### src/rtl/mtc_pkg.sv
// Shared constants and the count-mode encoding for the timer channel.
package mtc_pkg;
    localparam int N_PIN = 4;
    localparam int N_NBR = 4;
    localparam int N_DIV = 8;

    typedef enum logic [2:0] {
        MD_IDLE   = 3'b000,
        MD_RISE   = 3'b001,
        MD_BOTH   = 3'b010,
        MD_GATED  = 3'b011,
        MD_QUAD   = 3'b100,
        MD_DIRSEC = 3'b101,
        MD_TRIG   = 3'b110,
        MD_CASC   = 3'b111
    } mode_e;
endpackage

### src/rtl/mtc_prescaler.sv
// Free-running divider. tick[k] is high one cycle in every 2^k.
// Assumes N_DIV >= 2; tick[0] is constantly high.
module mtc_prescaler #(
    parameter int N_DIV = 8
) (
    input  logic             clk,
    input  logic             rst_n,
    output logic [N_DIV-1:0] tick
);
    localparam int PW = N_DIV - 1;

    logic [PW-1:0] pre;

    // Advance the divider chain every cycle.
    always_ff @(posedge clk) begin
        if (!rst_n) pre <= '0;
        else        pre <= pre + 1'b1;
    end

    assign tick[0] = 1'b1;
    for (genvar k = 1; k < N_DIV; k++) begin : g_tap
        assign tick[k] = &pre[k-1:0];
    end
endmodule

### src/rtl/mtc_src_sel.sv
// Picks the primary and secondary levels and derives their edges.
// Pin and neighbour sources use a registered previous level; a prescaler
// tick is treated as a rising edge on its own. Inputs are synchronous.
module mtc_src_sel
    import mtc_pkg::*;
(
    input  logic             clk,
    input  logic             rst_n,
    input  logic [N_PIN-1:0] pins,
    input  logic [N_NBR-1:0] nbr,
    input  logic [N_DIV-1:0] ticks,
    input  logic [3:0]       psrc,
    input  logic [1:0]       ssrc,
    output logic             pri_lvl,
    output logic             pri_prev,
    output logic             pri_rise,
    output logic             pri_fall,
    output logic             sec_lvl,
    output logic             sec_prev,
    output logic             sec_rise
);
    logic pri_is_tick;

    // Decode the primary select into a level and its edges.
    always_comb begin
        pri_is_tick = psrc[3];
        case (psrc[3:2])
            2'b00:   pri_lvl = pins[psrc[1:0]];
            2'b01:   pri_lvl = nbr[psrc[1:0]];
            default: pri_lvl = ticks[psrc[2:0]];
        endcase
        pri_rise = pri_is_tick ? pri_lvl : (pri_lvl & ~pri_prev);
        pri_fall = pri_is_tick ? 1'b0    : (~pri_lvl & pri_prev);
        sec_lvl  = pins[ssrc];
        sec_rise = sec_lvl & ~sec_prev;
    end

    // Remember last cycle's levels for edge detection.
    always_ff @(posedge clk) begin
        if (!rst_n) begin
            pri_prev <= 1'b0;
            sec_prev <= 1'b0;
        end else begin
            pri_prev <= pri_lvl;
            sec_prev <= sec_lvl;
        end
    end
endmodule

### src/rtl/mtc_step_ctrl.sv
// Turns the mode and source edges into a step request and direction.
// Holds the arm state of the triggered mode; hit comes from the counter.
module mtc_step_ctrl
    import mtc_pkg::*;
(
    input  logic  clk,
    input  logic  rst_n,
    input  mode_e mode,
    input  logic  cfg_dir,
    input  logic  pri_lvl,
    input  logic  pri_prev,
    input  logic  pri_rise,
    input  logic  pri_fall,
    input  logic  sec_lvl,
    input  logic  sec_prev,
    input  logic  sec_rise,
    input  logic  hit,
    output logic  step_req,
    output logic  step_dn
);
    logic armed;

    // Mode decode: which event steps the count, and which way.
    always_comb begin
        step_req = 1'b0;
        step_dn  = cfg_dir;
        case (mode)
            MD_RISE:   step_req = pri_rise;
            MD_BOTH:   step_req = pri_rise | pri_fall;
            MD_GATED:  step_req = pri_rise & sec_lvl;
            MD_QUAD: begin
                step_req = (pri_lvl ^ pri_prev) ^ (sec_lvl ^ sec_prev);
                step_dn  = ~(sec_prev ^ pri_lvl) ^ cfg_dir;
            end
            MD_DIRSEC: begin
                step_req = pri_rise;
                step_dn  = sec_lvl ^ cfg_dir;
            end
            MD_TRIG:   step_req = armed & pri_rise;
            MD_CASC:   step_req = pri_lvl;
            default:   step_req = 1'b0;
        endcase
    end

    // Arm on a secondary rise, disarm on compare or leaving the mode.
    always_ff @(posedge clk) begin
        if (!rst_n)              armed <= 1'b0;
        else if (mode != MD_TRIG) armed <= 1'b0;
        else if (hit)            armed <= 1'b0;
        else if (sec_rise)       armed <= 1'b1;
    end

    // A compare in triggered mode blocks stepping on the next cycle.
    assert_trig_disarms_R8: assert property (@(posedge clk) disable iff (!rst_n)
        hit |=> (!step_req || mode != MD_TRIG));
endmodule

### src/rtl/mtc_counter.sv
// Count register with compare, reload, wrap, one-shot halt and flags.
// Compare is taken on the value a step would produce.
module mtc_counter #(
    parameter int CW = 16
) (
    input  logic          clk,
    input  logic          rst_n,
    input  logic          step_req,
    input  logic          step_dn,
    input  logic          force_ld,
    input  logic          cfg_len,
    input  logic          cfg_once,
    input  logic          mode_idle,
    input  logic          flag_clr,
    input  logic [CW-1:0] cmp_val,
    input  logic [CW-1:0] load_val,
    output logic [CW-1:0] count,
    output logic          hit,
    output logic          cmp_pulse,
    output logic          ovf_pulse,
    output logic          cmp_flag,
    output logic          ovf_flag
);
    logic          halted;
    logic          step;
    logic          wrap;
    logic          reload;
    logic [CW-1:0] nxt;

    // Next value and event detection for an effective step.
    always_comb begin
        step   = step_req & ~halted & ~force_ld;
        nxt    = step_dn ? count - 1'b1 : count + 1'b1;
        hit    = step & (nxt == cmp_val);
        wrap   = step & (step_dn ? (count == '0) : (count == '1));
        reload = hit & cfg_len;
    end

    // Update count and one-cycle event pulses.
    always_ff @(posedge clk) begin
        if (!rst_n) begin
            count     <= '0;
            cmp_pulse <= 1'b0;
            ovf_pulse <= 1'b0;
        end else begin
            cmp_pulse <= hit;
            ovf_pulse <= wrap & ~reload;
            if (force_ld)    count <= load_val;
            else if (reload) count <= load_val;
            else if (step)   count <= nxt;
        end
    end

    // One-shot halt, released by the idle mode.
    always_ff @(posedge clk) begin
        if (!rst_n)               halted <= 1'b0;
        else if (mode_idle)       halted <= 1'b0;
        else if (hit && cfg_once) halted <= 1'b1;
    end

    // Sticky flags, set wins over clear.
    always_ff @(posedge clk) begin
        if (!rst_n) begin
            cmp_flag <= 1'b0;
            ovf_flag <= 1'b0;
        end else begin
            if (hit)           cmp_flag <= 1'b1;
            else if (flag_clr) cmp_flag <= 1'b0;
            if (wrap & ~reload) ovf_flag <= 1'b1;
            else if (flag_clr)  ovf_flag <= 1'b0;
        end
    end

    assert_hold_without_step_R2: assert property (@(posedge clk) disable iff (!rst_n)
        (!step_req && !force_ld) |=> $stable(count));
    assert_cmp_flag_sticky_R11: assert property (@(posedge clk) disable iff (!rst_n)
        (cmp_flag && !flag_clr) |=> cmp_flag);
    assert_ovf_lands_on_edge_R12: assert property (@(posedge clk) disable iff (!rst_n)
        ovf_pulse |-> (count == '0 || count == '1));
    assert_once_freezes_R13: assert property (@(posedge clk) disable iff (!rst_n)
        (cmp_pulse && $past(cfg_once) && !force_ld) |=> $stable(count));
    assert_force_loads_R14: assert property (@(posedge clk) disable iff (!rst_n)
        force_ld |=> (count == $past(load_val)));
endmodule

### src/rtl/mtc_channel.sv
// Top of one timer channel: prescaler, source select, step control and
// counter. Configuration inputs are static register outputs from outside.
module mtc_channel
    import mtc_pkg::*;
#(
    parameter int CW = 16
) (
    input  logic          clk,
    input  logic          rst_n,
    input  logic [2:0]    cfg_mode,
    input  logic [3:0]    cfg_psrc,
    input  logic [1:0]    cfg_ssrc,
    input  logic          cfg_once,
    input  logic          cfg_len,
    input  logic          cfg_dir,
    input  logic          cfg_coinit,
    input  logic [3:0]    pin_in,
    input  logic [3:0]    nbr_evt,
    input  logic          coinit_in,
    input  logic          flag_clr,
    input  logic [CW-1:0] cmp_val,
    input  logic [CW-1:0] load_val,
    output logic [CW-1:0] count,
    output logic          cmp_pulse,
    output logic          ovf_pulse,
    output logic          cmp_flag,
    output logic          ovf_flag,
    output logic          chan_evt
);
    mode_e            mode;
    logic [N_DIV-1:0] ticks;
    logic pri_lvl, pri_prev, pri_rise, pri_fall;
    logic sec_lvl, sec_prev, sec_rise;
    logic step_req, step_dn, hit, force_ld;

    assign mode     = mode_e'(cfg_mode);
    assign force_ld = cfg_coinit & coinit_in;
    assign chan_evt = cmp_pulse | ovf_pulse;

    mtc_prescaler #(.N_DIV(N_DIV)) u_pre (
        .clk(clk), .rst_n(rst_n), .tick(ticks)
    );

    mtc_src_sel u_src (
        .clk(clk), .rst_n(rst_n), .pins(pin_in), .nbr(nbr_evt),
        .ticks(ticks), .psrc(cfg_psrc), .ssrc(cfg_ssrc),
        .pri_lvl(pri_lvl), .pri_prev(pri_prev), .pri_rise(pri_rise),
        .pri_fall(pri_fall), .sec_lvl(sec_lvl), .sec_prev(sec_prev),
        .sec_rise(sec_rise)
    );

    mtc_step_ctrl u_step (
        .clk(clk), .rst_n(rst_n), .mode(mode), .cfg_dir(cfg_dir),
        .pri_lvl(pri_lvl), .pri_prev(pri_prev), .pri_rise(pri_rise),
        .pri_fall(pri_fall), .sec_lvl(sec_lvl), .sec_prev(sec_prev),
        .sec_rise(sec_rise), .hit(hit), .step_req(step_req),
        .step_dn(step_dn)
    );

    mtc_counter #(.CW(CW)) u_cnt (
        .clk(clk), .rst_n(rst_n), .step_req(step_req), .step_dn(step_dn),
        .force_ld(force_ld), .cfg_len(cfg_len), .cfg_once(cfg_once),
        .mode_idle(mode == MD_IDLE), .flag_clr(flag_clr),
        .cmp_val(cmp_val), .load_val(load_val), .count(count), .hit(hit),
        .cmp_pulse(cmp_pulse), .ovf_pulse(ovf_pulse),
        .cmp_flag(cmp_flag), .ovf_flag(ovf_flag)
    );
endmodule

### config.mk
export PLATFORM = sky130hd
export DESIGN_NAME = mtc_channel
export DESIGN_NICKNAME = d
export VERILOG_FILES = /design/src/rtl/mtc_pkg.sv /design/src/rtl/mtc_prescaler.sv /design/src/rtl/mtc_src_sel.sv /design/src/rtl/mtc_step_ctrl.sv /design/src/rtl/mtc_counter.sv /design/src/rtl/mtc_channel.sv
export SDC_FILE = /design/constraint.sdc
export NUM_CORES = 1
export LEC_CHECK = 0
export ABC_AREA = 1
export CAP_MARGIN = 30
export CORE_ASPECT_RATIO = 1.4
export CORE_UTILIZATION = 50
export CTS_BUF_LIST = sky130_fd_sc_hd__clkbuf_16
export DETAILED_ROUTE_END_ITERATION = 10
export PLACE_DENSITY = 0.79
export SLEW_MARGIN = 10
export SYNTH_ARGS = -nofsm -noshare
export SYNTH_HDL_FRONTEND = slang
export SYNTH_SLANG_ARGS = --single-unit
### constraint.sdc
create_clock -name clk -period 7.77 [get_ports clk]
set_input_delay 2.331 -clock clk [delete_from_list [all_inputs] [get_ports clk]]
set_output_delay 2.331 -clock clk [all_outputs]
set_load 0.05 [all_outputs]
==> summary.md <==
| Metric | Value |
|---|---|
| Worst-path fanout max | 33 |
| Area of the mapped netlist | 0.00323 sq mm |
| Worst Max-Slew Pin Slew | 841 ps |
| Area delta synth->final | 29.4% |
| Fmax | 140 MHz |
| CP Launch Point | cfg_psrc[0] |
| Final GP Congestion | 0.928 |
| WS Path Type | primary input to register |
| Cts repair resizes | 0 |
| Die Width | 70.0 um |
| Met2 Use GR | 0.549 |
| All-Layer GR Usage | 0.291 |
| Total number of vias | 3682 |
| H-tree levels | 2 |
| Longest Clk Path Bufs | 2 |
| Port buffer count | 77 |
| R2R Setup Slk | 2580 ps |
| Arrival @ worst endpoint | 7250 ps |
| Tmin final | 7140 ps |
| Met3 Track Usage GR | 0.0270 |
| Most frequent cell after synthesis | nand2_1 |
| Final nets | 680 |
| Post-DP HPWL | 7470 um |
| Hold Crit Start | u_pre.pre[6] |
| Startpoint types | primary input |
| Antenna violations before repair | 0 |
| Vias in the first global route | 3645 |
| Gr busiest metal | met2 |
| Most used DFF post-synth | dfxtp_1 |
| Synth Warn # | 0 |
| Worst Setup End Kind | register |
| Starting DRT DRC Count | 155 |
| Most Frequent Cell on Critical Path | nand2_1 |
| Root Buffer | clkbuf_16 |
| Sink Count | 31 |
| Total I/O pin count | 78 |
| Mapped Avg Cell Area | 6.14 sq um |
| TritonCTS clock tree | done |
| Largest stage delay, worst path | 650 ps |
| Floorplan row count | 34 |
| Routed wire length | 9590 um |
| Cell count after synthesis | 527 |
| Core area | 0.00621 sq mm |
| Postcts setup bufs | 0 |
| Vias per cell | 5.49 |
| RSZ-0062 raised after global routing | no |
| P per Cell Area | 177 mW/mm^2 |
| Clock Latency Late Sink | 280 ps |
| Final total negative setup slack | 0 ps |
| Share of post-route cells with drive strength above 1 | 0.0568 |
| Largest net degree at the start of global routing | 34 |
| Yosys cell types | 39 |
| ANT nets after route | 0 |
| Yosys top cell area share | 0.192 |
| Number of synthesized flops with an enable pin | 0 |
| Total leakage power | 2.10 nW |
| Most area-consuming cells after synthesis | dfxtp_1, nand2_1, ha_1 |
| Syn nets | 609 |
| Sequential element share of the synthesized area | 0.192 |
| Num CTS Buffers | 5 |
| Period Utilization, post-route | 0.918 |
| Post-synth ARST share | 0 |
| Hold Path Class | register to register |
| R2R Path Start | u_pre.pre[0] |
| Max-cap violation count | 0 |
| WP data required | 7890 ps |
| Most area-hungry cell type in the Yosys netlist | dfxtp_1 |
| Slowest CP cell | clkdlybuf4s50_1 |
| #FFs+latches synth | 31 |
| Clk pin slew, worst setup/hold paths | 50 ps |
| Starting Density | 0.521 |
| Setup Skew | 5.61 ps |
| Pre-antenna DRT Iters | 5 |
| Hold_ws | 452 ps |
| Post-CTS Hold Buffers | 0 |
| Status | completed |
| DRC errors left | 0 |
| Die Height | 97.2 um |
| Slew Viols, Final | 0 |
| Commonest cells in the synthesized netlist | nand2_1, inv_1, nand3_1, nor2_1, nand4_1 |
| Final setup viols | 0 |
| Ant. Diodes | 0 |
| Met1 usage | 0.320 |
| Peak supply drop | 0.100 mV |
| Slew margin rel. | 0.439 |
| Die ar. | 0.00680 sq mm |
| Global-route wire length before repair | 16100 um |
| Post-DR wirelength/cell | 14.3 um |
| Hold Violations, Final | 0 |
| Total global routing overflow | 0 |
==> stage by stage <==
stage	utilization	total power, mW	worst slack [ps]	cell area [sq um]	instances
3_5_place_dp	0.647	0.520	423	4020	663
5_1_grt	0.674	0.787	246	4180	671
2_1_floorplan	-	0.419	2050	3230	527
4_1_cts	0.674	0.739	648	4180	671
3_3_place_gp	0.647	0.517	559	4020	663
6_report	0.674	0.739	634	4180	671
==> cell families after synthesis <==
| family | synth area share |
|---|---|
| buffers and inverters | 0.116 |
| XOR/XNOR | 0.0395 |
| flip-flops | 0.192 |
| adder cells (fa/ha/maj) | 0.0990 |
| AND/OR/NAND/NOR | 0.455 |
| AO/OA/AOI/OAI | 0.0986 |
==> report_power, final <==
part	internal [mW]	leakage [nW]	total [mW]	switching, mW
combinational	0.129	1.76	0.330	0.201
clock	0.149	0.0812	0.217	0.0683
sequential	0.171	0.254	0.192	0.0206
==> worst paths after layout <==
| path | endpoint | cells past startpoint |
|---|---|---|
| max | u_cnt.count[4] | 31 |
| min | u_pre.pre[6] | 1 |
| max reg2reg | u_cnt.count[4] | 33 |
| min reg2reg | u_pre.pre[6] | 1 |
==> worst max-delay path: cells and delay by family <==
family	cells	cell delay, ps
adders and majority gates	1	420
and+or+nand+nor	24	3260
buffers and inverters	4	990
AOI/OAI and AO/OA	1	60
xor gates and xnor gates	1	160
==> flip-flops by register name, summed over array words and instances, names as in the netlist <==
register,flops
u_cnt.count,16
u_src.sec_prev,1
u_cnt.ovf_pulse,1
u_cnt.cmp_pulse,1
u_pre.pre,7
u_cnt.ovf_flag,1
u_src.pri_prev,1
u_cnt.halted,1
u_step.armed,1
u_cnt.cmp_flag,1
==> metal layers <==
layer	vias to the layer above	routed length, um
met5	-	0
met4	0	335
met3	24	408
met2	122	5050
met1	1659	3790
li1	1877	-
==> cell usage in the layout (no fill, tap or decap), types with 5 or more instances in the layout <==
master           count
o21ai_0              7
nand2_4              5
ha_1                24
nand3_1             59
nand2_1            154
nand3b_1             7
xor2_1               8
nor2_1              34
dfxtp_1             31
clkdlybuf4s50_1     77
nand2_2              5
inv_1               75
a21oi_2              7
nand4_1             32
a21oi_1             27
clkbuf_16            5
==> final cells by class <==
cell class / instances / area, sq um
clock buffers: 5 / 125
clock inverters: 3 / 38.8
fillers: 586 / 2030
inverters: 76 / 285
multi-input cells: 405 / 2240
flip-flops and latches: 31 / 621
well taps: 72 / 90.1
repair buffers: 79 / 786
No activity file was read; power rests on OpenSTA's default activity.
